--- src/rtl/lpdir_pkg.sv ---
`timescale 1ns/1ps
package lpdir_pkg;
  typedef enum logic [2:0] {
    OP_ADD    = 3'd0,
    OP_REMOVE = 3'd1,
    OP_CLEAR  = 3'd2,
    OP_OWNER  = 3'd3,
    OP_INVAL  = 3'd4
  } dir_op_e;
endpackage

--- src/rtl/lpdir_slot_table.sv ---
`timescale 1ns/1ps
// Pointer slot storage: lookup, lowest-free allocation, overflow and owner state.
module lpdir_slot_table #(
  parameter int NODES = 16,
  parameter int SLOTS = 5,
  localparam int ID_W = (NODES > 1) ? $clog2(NODES) : 1
) (
  input  logic                        clk,
  input  logic                        rst_n,
  input  logic                        add_en,
  input  logic                        rem_en,
  input  logic                        clr_en,
  input  logic                        own_en,
  input  logic [ID_W-1:0]             node,
  input  logic [ID_W-1:0]             own_node,
  output logic [SLOTS-1:0]            slot_vld,
  output logic [SLOTS-1:0][ID_W-1:0]  slot_id,
  output logic [SLOTS-1:0]            match_vec,
  output logic                        ovf,
  output logic                        owned_q
);
  logic [SLOTS-1:0] free_vec, free_oh;
  logic             hit, full;

  genvar g;
  generate
    for (g = 0; g < SLOTS; g++) begin : g_match
      assign match_vec[g] = slot_vld[g] && (slot_id[g] == node);
    end
  endgenerate

  assign hit      = |match_vec;
  assign full     = &slot_vld;
  assign free_vec = ~slot_vld;
  assign free_oh  = free_vec & (~free_vec + SLOTS'(1));

  always_ff @(posedge clk) begin
    if (!rst_n) begin
      slot_vld <= '0;
      slot_id  <= '0;
      ovf      <= 1'b0;
      owned_q  <= 1'b0;
    end else if (clr_en) begin
      slot_vld <= '0;
      ovf      <= 1'b0;
      owned_q  <= 1'b0;
    end else if (own_en) begin
      slot_vld    <= SLOTS'(1);
      slot_id[0]  <= own_node;
      ovf         <= 1'b0;
      owned_q     <= 1'b1;
    end else if (add_en && !ovf && !hit) begin
      owned_q <= 1'b0;
      if (full) begin
        ovf      <= 1'b1;
        slot_vld <= '0;
      end else begin
        for (int k = 0; k < SLOTS; k++) begin
          if (free_oh[k]) begin
            slot_vld[k] <= 1'b1;
            slot_id[k]  <= node;
          end
        end
      end
    end else if (rem_en && !ovf && hit) begin
      slot_vld <= slot_vld & ~match_vec;
      owned_q  <= 1'b0;
    end
  end
endmodule

--- src/rtl/lpdir_inval_walker.sv ---
`timescale 1ns/1ps
// Invalidation sweep: pending-slot walk or full node sweep, skipping the requester.
module lpdir_inval_walker #(
  parameter int NODES = 16,
  parameter int SLOTS = 5,
  localparam int ID_W = (NODES > 1) ? $clog2(NODES) : 1,
  localparam int CW   = ID_W + 1
) (
  input  logic                        clk,
  input  logic                        rst_n,
  input  logic                        start,
  input  logic                        bcast,
  input  logic [ID_W-1:0]             req_node,
  input  logic [SLOTS-1:0]            pend_init,
  input  logic [SLOTS-1:0][ID_W-1:0]  slot_id,
  input  logic                        tgt_ready,
  output logic                        busy,
  output logic                        tgt_valid,
  output logic [ID_W-1:0]             tgt_node,
  output logic                        done,
  output logic [ID_W-1:0]             req_q
);
  logic             mode_b;
  logic [SLOTS-1:0] pend, pend_oh;
  logic [CW-1:0]    cnt;
  logic [ID_W-1:0]  ptr_id;
  logic             live;

  function automatic logic [CW-1:0] step(input logic [CW-1:0] c, input logic [ID_W-1:0] r);
    logic [CW-1:0] n;
    n = c + CW'(1);
    if (n == {1'b0, r}) n = c + CW'(2);
    return n;
  endfunction

  assign pend_oh = pend & (~pend + SLOTS'(1));

  always_comb begin
    ptr_id = '0;
    for (int k = 0; k < SLOTS; k++)
      if (pend_oh[k]) ptr_id = ptr_id | slot_id[k];
  end

  assign live      = mode_b ? (cnt < CW'(NODES)) : (|pend);
  assign tgt_valid = busy && live;
  assign tgt_node  = mode_b ? cnt[ID_W-1:0] : ptr_id;
  assign done      = busy && !live;

  always_ff @(posedge clk) begin
    if (!rst_n) begin
      busy   <= 1'b0;
      mode_b <= 1'b0;
      pend   <= '0;
      cnt    <= '0;
      req_q  <= '0;
    end else if (start) begin
      busy   <= 1'b1;
      mode_b <= bcast;
      pend   <= pend_init;
      cnt    <= (req_node == '0) ? CW'(1) : '0;
      req_q  <= req_node;
    end else if (busy) begin
      if (done) begin
        busy <= 1'b0;
      end else if (tgt_ready) begin
        if (mode_b) cnt  <= step(cnt, req_q);
        else        pend <= pend & ~pend_oh;
      end
    end
  end
endmodule

--- src/rtl/limptr_dir_entry.sv ---
`timescale 1ns/1ps
module limptr_dir_entry #(
  parameter int NODES = 16,
  parameter int SLOTS = 5,
  localparam int ID_W = (NODES > 1) ? $clog2(NODES) : 1
) (
  input  logic                    clk,
  input  logic                    rst_n,
  input  logic                    cmd_valid,
  output logic                    cmd_ready,
  input  logic [2:0]              cmd_op,
  input  logic [ID_W-1:0]         cmd_node,
  output logic                    tgt_valid,
  input  logic                    tgt_ready,
  output logic [ID_W-1:0]         tgt_node,
  output logic                    inval_done,
  output logic [SLOTS-1:0]        sharer_valid,
  output logic [SLOTS*ID_W-1:0]   sharer_ids,
  output logic                    overflow,
  output logic                    owned
);
  import lpdir_pkg::*;

  logic                       acc, busy, done;
  logic                       add_en, rem_en, clr_en, own_en, start;
  logic [ID_W-1:0]            own_node, req_q;
  logic [SLOTS-1:0]           slot_vld, match_vec;
  logic [SLOTS-1:0][ID_W-1:0] slot_id;

  assign cmd_ready = !busy;
  assign acc       = cmd_valid && cmd_ready;
  assign add_en    = acc && (cmd_op == OP_ADD);
  assign rem_en    = acc && (cmd_op == OP_REMOVE);
  assign clr_en    = acc && (cmd_op == OP_CLEAR);
  assign start     = acc && (cmd_op == OP_INVAL);
  assign own_en    = (acc && (cmd_op == OP_OWNER)) || done;
  assign own_node  = done ? req_q : cmd_node;

  lpdir_slot_table #(.NODES(NODES), .SLOTS(SLOTS)) u_tab (
    .clk(clk), .rst_n(rst_n),
    .add_en(add_en), .rem_en(rem_en), .clr_en(clr_en), .own_en(own_en),
    .node(cmd_node), .own_node(own_node),
    .slot_vld(slot_vld), .slot_id(slot_id), .match_vec(match_vec),
    .ovf(overflow), .owned_q(owned)
  );

  lpdir_inval_walker #(.NODES(NODES), .SLOTS(SLOTS)) u_walk (
    .clk(clk), .rst_n(rst_n),
    .start(start), .bcast(overflow), .req_node(cmd_node),
    .pend_init(slot_vld & ~match_vec), .slot_id(slot_id),
    .tgt_ready(tgt_ready), .busy(busy), .tgt_valid(tgt_valid),
    .tgt_node(tgt_node), .done(done), .req_q(req_q)
  );

  assign inval_done   = done;
  assign sharer_valid = slot_vld;

  genvar g;
  generate
    for (g = 0; g < SLOTS; g++) begin : g_pack
      assign sharer_ids[g*ID_W +: ID_W] = slot_id[g];
    end
  endgenerate
endmodule

--- config.mk ---
export PLATFORM = sky130hd
export DESIGN_NAME = limptr_dir_entry
export DESIGN_NICKNAME = d
export VERILOG_FILES = /design/src/rtl/lpdir_pkg.sv /design/src/rtl/lpdir_slot_table.sv /design/src/rtl/lpdir_inval_walker.sv /design/src/rtl/limptr_dir_entry.sv
export SDC_FILE = /design/constraint.sdc
export NUM_CORES = 1
export LEC_CHECK = 0
export BUFFER_PORTS_ARGS = -buffer_cell sky130_fd_sc_hd__buf_2
export CAP_MARGIN = 20
export CELL_PAD_IN_SITES_DETAIL_PLACEMENT = 0
export CELL_PAD_IN_SITES_GLOBAL_PLACEMENT = 1
export CORE_MARGIN = 2
export CORE_UTILIZATION = 39
export CTS_BUF_LIST = sky130_fd_sc_hd__clkbuf_8
export CTS_CLUSTER_SIZE = 40
export DETAILED_ROUTE_END_ITERATION = 8
export PLACE_DENSITY = 0.8
export SKIP_CTS_REPAIR_TIMING = 1
export SLEW_MARGIN = 20
export SYNTH_ARGS = -nofsm -noshare
export SYNTH_HDL_FRONTEND = slang
export SYNTH_SLANG_ARGS = --single-unit
--- constraint.sdc ---
create_clock -name clk -period 2.3 [get_ports clk]
set_input_delay 0.345 -clock clk [delete_from_list [all_inputs] [get_ports clk]]
set_output_delay 0.345 -clock clk [all_outputs]
set_load 0.02 [all_outputs]
==> impl_metrics.ini <==
[cts]
clock_latency_on_the_worst_skew_pair_ns = 0.30
clk_pin_slew_ns = 0.08
cts_htree_levels = 2
numClockSinks = 43
cts-buffers-inserted = 5
cts-root-to-sink-buffers = 2
clock_tree.root_cell = sky130_fd_sc_hd__clkbuf_8
clock_tree_from_tritoncts = built

[floorplan]
start_util = 0.403
die_area_sq_um = 7270
die_w_um = 85.3
row_count = 29
floorplan.io_pins = 45
die-height_um = 85.3
coreArea_sq_um = 6390

[setup_path]
critPathMaxFanout = 6
worst_setup_path_start_kind = flop
r2r_setup_slack_ns = -0.09
crit_start = u_walk.busy
arrival_ns = 2.62
launch_instance_of_the_worst_register_to_register_path = u_walk.busy
timing.critical_path.to_type = flop
critPathCapture = u_tab.slot_id[17]
reg2regPathDepth = 6
regToRegEndpoint = u_tab.slot_id[17]
required_ns = 2.52
critPathKind = reg -> reg

[synth]
ys_seq_area_frac = 0.334
syn_area_per_cell_sq_um = 8.34
synth.yosys.warnings = 0
yosys_most_used_dff = sky130_fd_sc_hd__dfxtp_1
synth.area.top_cells = sky130_fd_sc_hd__dfxtp_1 33%, sky130_fd_sc_hd__mux2i_1 7.0%, sky130_fd_sc_hd__nand2_1 6.1%
synthArstFlopShare = 0
yosys-top-cells-count = 43 x sky130_fd_sc_hd__dfxtp_1, 42 x sky130_fd_sc_hd__nand2_1, 24 x sky130_fd_sc_hd__a21oi_1
syn_inst = 309
synthesis.nets = 322
ys_ff_latch = 43
number_of_synthesized_flops_with_an_enable_pin = 0
synth.lib_cells_used.distinct = 57
post-synth-top-area-cell = sky130_fd_sc_hd__dfxtp_1
syn-cell-area_sq_um = 2580
yosysTopAreaCellShare = 0.334
yosys.cell_count.top_type = sky130_fd_sc_hd__dfxtp_1

[pwr]
max-vdd-ir-drop_v = 0.000324
power_dens_cells_nw_per_um2 = 456
cellLeakagePower_nw = 1.56
total_power_w = 0.00158

[routing]
drtPass1Iterations = 4
first_iter_violations = 152
detail_route.wirelength_mm = 8.19
routed-via-count = 2642
drc = 0
vias_per_cell = 5.52
wl_per_cell_um = 17.1
postRouteAntennaNets = 0

[global_route]
largest_net_degree_at_the_start_of_global_routing = 25
antenna_found_initial = 0
gr-usage-all-layers = 0.223
grt_first_pass_wirelength_mm = 12.7
first_global_vias = 2511
gr-total-overflow = 0

[final_layout]
fillers = 597
syn_to_final_growth_pct = 34.9
antenna-diode-count = 0
final_cell_area_sq_um = 3480
final_cell_count_no_fill = 479
fraction_of_final_layout_cells_with_drive_strength_greater_than_1 = 0.358
design.final.nets = 414

[placed_design]
placed_cells_incl_taps = 467
dpl_cell_area_sq_um = 3250
portBuffers = 44
gp_routability_congestion = 0.870
dpl_worst_slack_ns = -0.243
dp_hpwl_mm = 6.18

[sta]
maxSlewHeadroom = 0.562
timing_worst_slew_pin_value_ns = 0.652
fin_ws_ns = -0.0932
max_freq_mhz = 418
post-route-min-period_ns = 2.39
min_hold_slack_ns = 0.471
fin_skew_ns = 0.00195
final_hold_viol_count = 0
number_of_pins_with_negative_max_slew_slack_in_the_final_report = 0
finalCritPeriodShare = 1.04
timing.final.setup_violations = 16
grt_setup_unrepaired = true

[status]
violations = negative setup slack
outcome = finished, violations left

[min_path]
holdCritStartpoint = cmd_node[3]
hold_path.class = in -> reg

[job]
number_of_maximum_capacitance_violations = 0
layer usage:
metal,wire length (um),global-route usage
met1,3970,0.319
met2,3720,0.344
met3,392,0.0389
met4,109,0.0649
met5,0,0
power by group:
part	switching [W]	internal [W]
clock network	0.000277	0.000352
logic	0.000107	0.0000840
registers	0.00000961	0.000754
total	0.000394	0.00119
worst min-delay path by stage:
stage                        end  cells past startpoint
2_1_floorplan    u_walk.req_q[3]                      2
3_3_place_gp     u_walk.req_q[3]                      2
3_5_place_dp     u_walk.req_q[3]                      2
4_1_cts         u_tab.slot_id[7]                      3
5_1_grt         u_tab.slot_id[4]                      3
6_report       u_tab.slot_id[11]                      3
cell usage in the layout (no fill, tap or decap), types with 4 or more instances in the layout:
| master | instances |
|---|---|
| sky130_fd_sc_hd__a21oi_1 | 21 |
| sky130_fd_sc_hd__buf_2 | 44 |
| sky130_fd_sc_hd__buf_4 | 63 |
| sky130_fd_sc_hd__clkbuf_8 | 6 |
| sky130_fd_sc_hd__dfxtp_1 | 39 |
| sky130_fd_sc_hd__dfxtp_2 | 4 |
| sky130_fd_sc_hd__inv_1 | 9 |
| sky130_fd_sc_hd__mux2i_1 | 18 |
| sky130_fd_sc_hd__nand2_1 | 42 |
| sky130_fd_sc_hd__nand3_1 | 7 |
| sky130_fd_sc_hd__nand3b_1 | 5 |
| sky130_fd_sc_hd__nor2_1 | 12 |
| sky130_fd_sc_hd__nor2b_1 | 4 |
| sky130_fd_sc_hd__nor3_1 | 4 |
| sky130_fd_sc_hd__nor4_1 | 5 |
| sky130_fd_sc_hd__o211ai_1 | 5 |
| sky130_fd_sc_hd__o21ai_0 | 8 |
| sky130_fd_sc_hd__o311a_1 | 4 |
| sky130_fd_sc_hd__o31ai_1 | 8 |
| sky130_fd_sc_hd__or4_4 | 4 |
| sky130_fd_sc_hd__xnor2_1 | 8 |
| sky130_fd_sc_hd__xor2_1 | 18 |
logic make-up after synthesis:
logic type	after synthesis	share of synthesized area
AND/OR/NAND/NOR	110	0.231
flip-flops	43	0.334
XOR/XNOR	26	0.0884
buffers and inverters	33	0.0573
AO/OA/AOI/OAI	77	0.210
multiplexers	18	0.0699
adder cells (fa/ha/maj)	2	0.00971
critical path, stage by stage, from the launching register on:
cell	delay (ns)
sky130_fd_sc_hd__dfxtp_2	0.35
sky130_fd_sc_hd__nor2b_2	0.13
sky130_fd_sc_hd__nand2b_1	0.08
sky130_fd_sc_hd__or4_4	0.46
sky130_fd_sc_hd__or4_4	0.61
sky130_fd_sc_hd__or4b_4	0.56
sky130_fd_sc_hd__a21oi_2	0.13
sequential cells by signal, summed over array words and instances, names as in the netlist:
name and cells:
u_tab.ovf 1, u_walk.busy 1, u_walk.cnt 5, u_walk.pend 5, u_walk.mode_b 1, u_tab.owned_q 1, u_tab.slot_id 20, u_tab.slot_vld 5
u_walk.req_q 4
cell type report:
| class | count | area, sq um | share of cell area |
|---|---|---|---|
| Sequential cell | 43 | 866 | 0.249 |
| Clock inverter | 2 | 35.0 | 0.0101 |
| Clock buffer | 6 | 82.6 | 0.0238 |
| Inverter | 10 | 37.5 | 0.0108 |
| Multi-Input combinational cell | 234 | 1670 | 0.479 |
| Timing Repair Buffer | 107 | 693 | 0.199 |
| Tap cell | 77 | 96.3 | 0.0277 |
per-stage QoR:
| stage | utilization | TNS, ns |
|---|---|---|
| after floorplan | - | 0 |
| after global placement | 0.510 | -3.05 |
| after detailed placement | 0.510 | -4.21 |
| after CTS | 0.528 | -1.58 |
| after global routing | 0.544 | -1.74 |
| final | 0.544 | -0.677 |
Note: power is estimated with default switching activity, not from simulation.
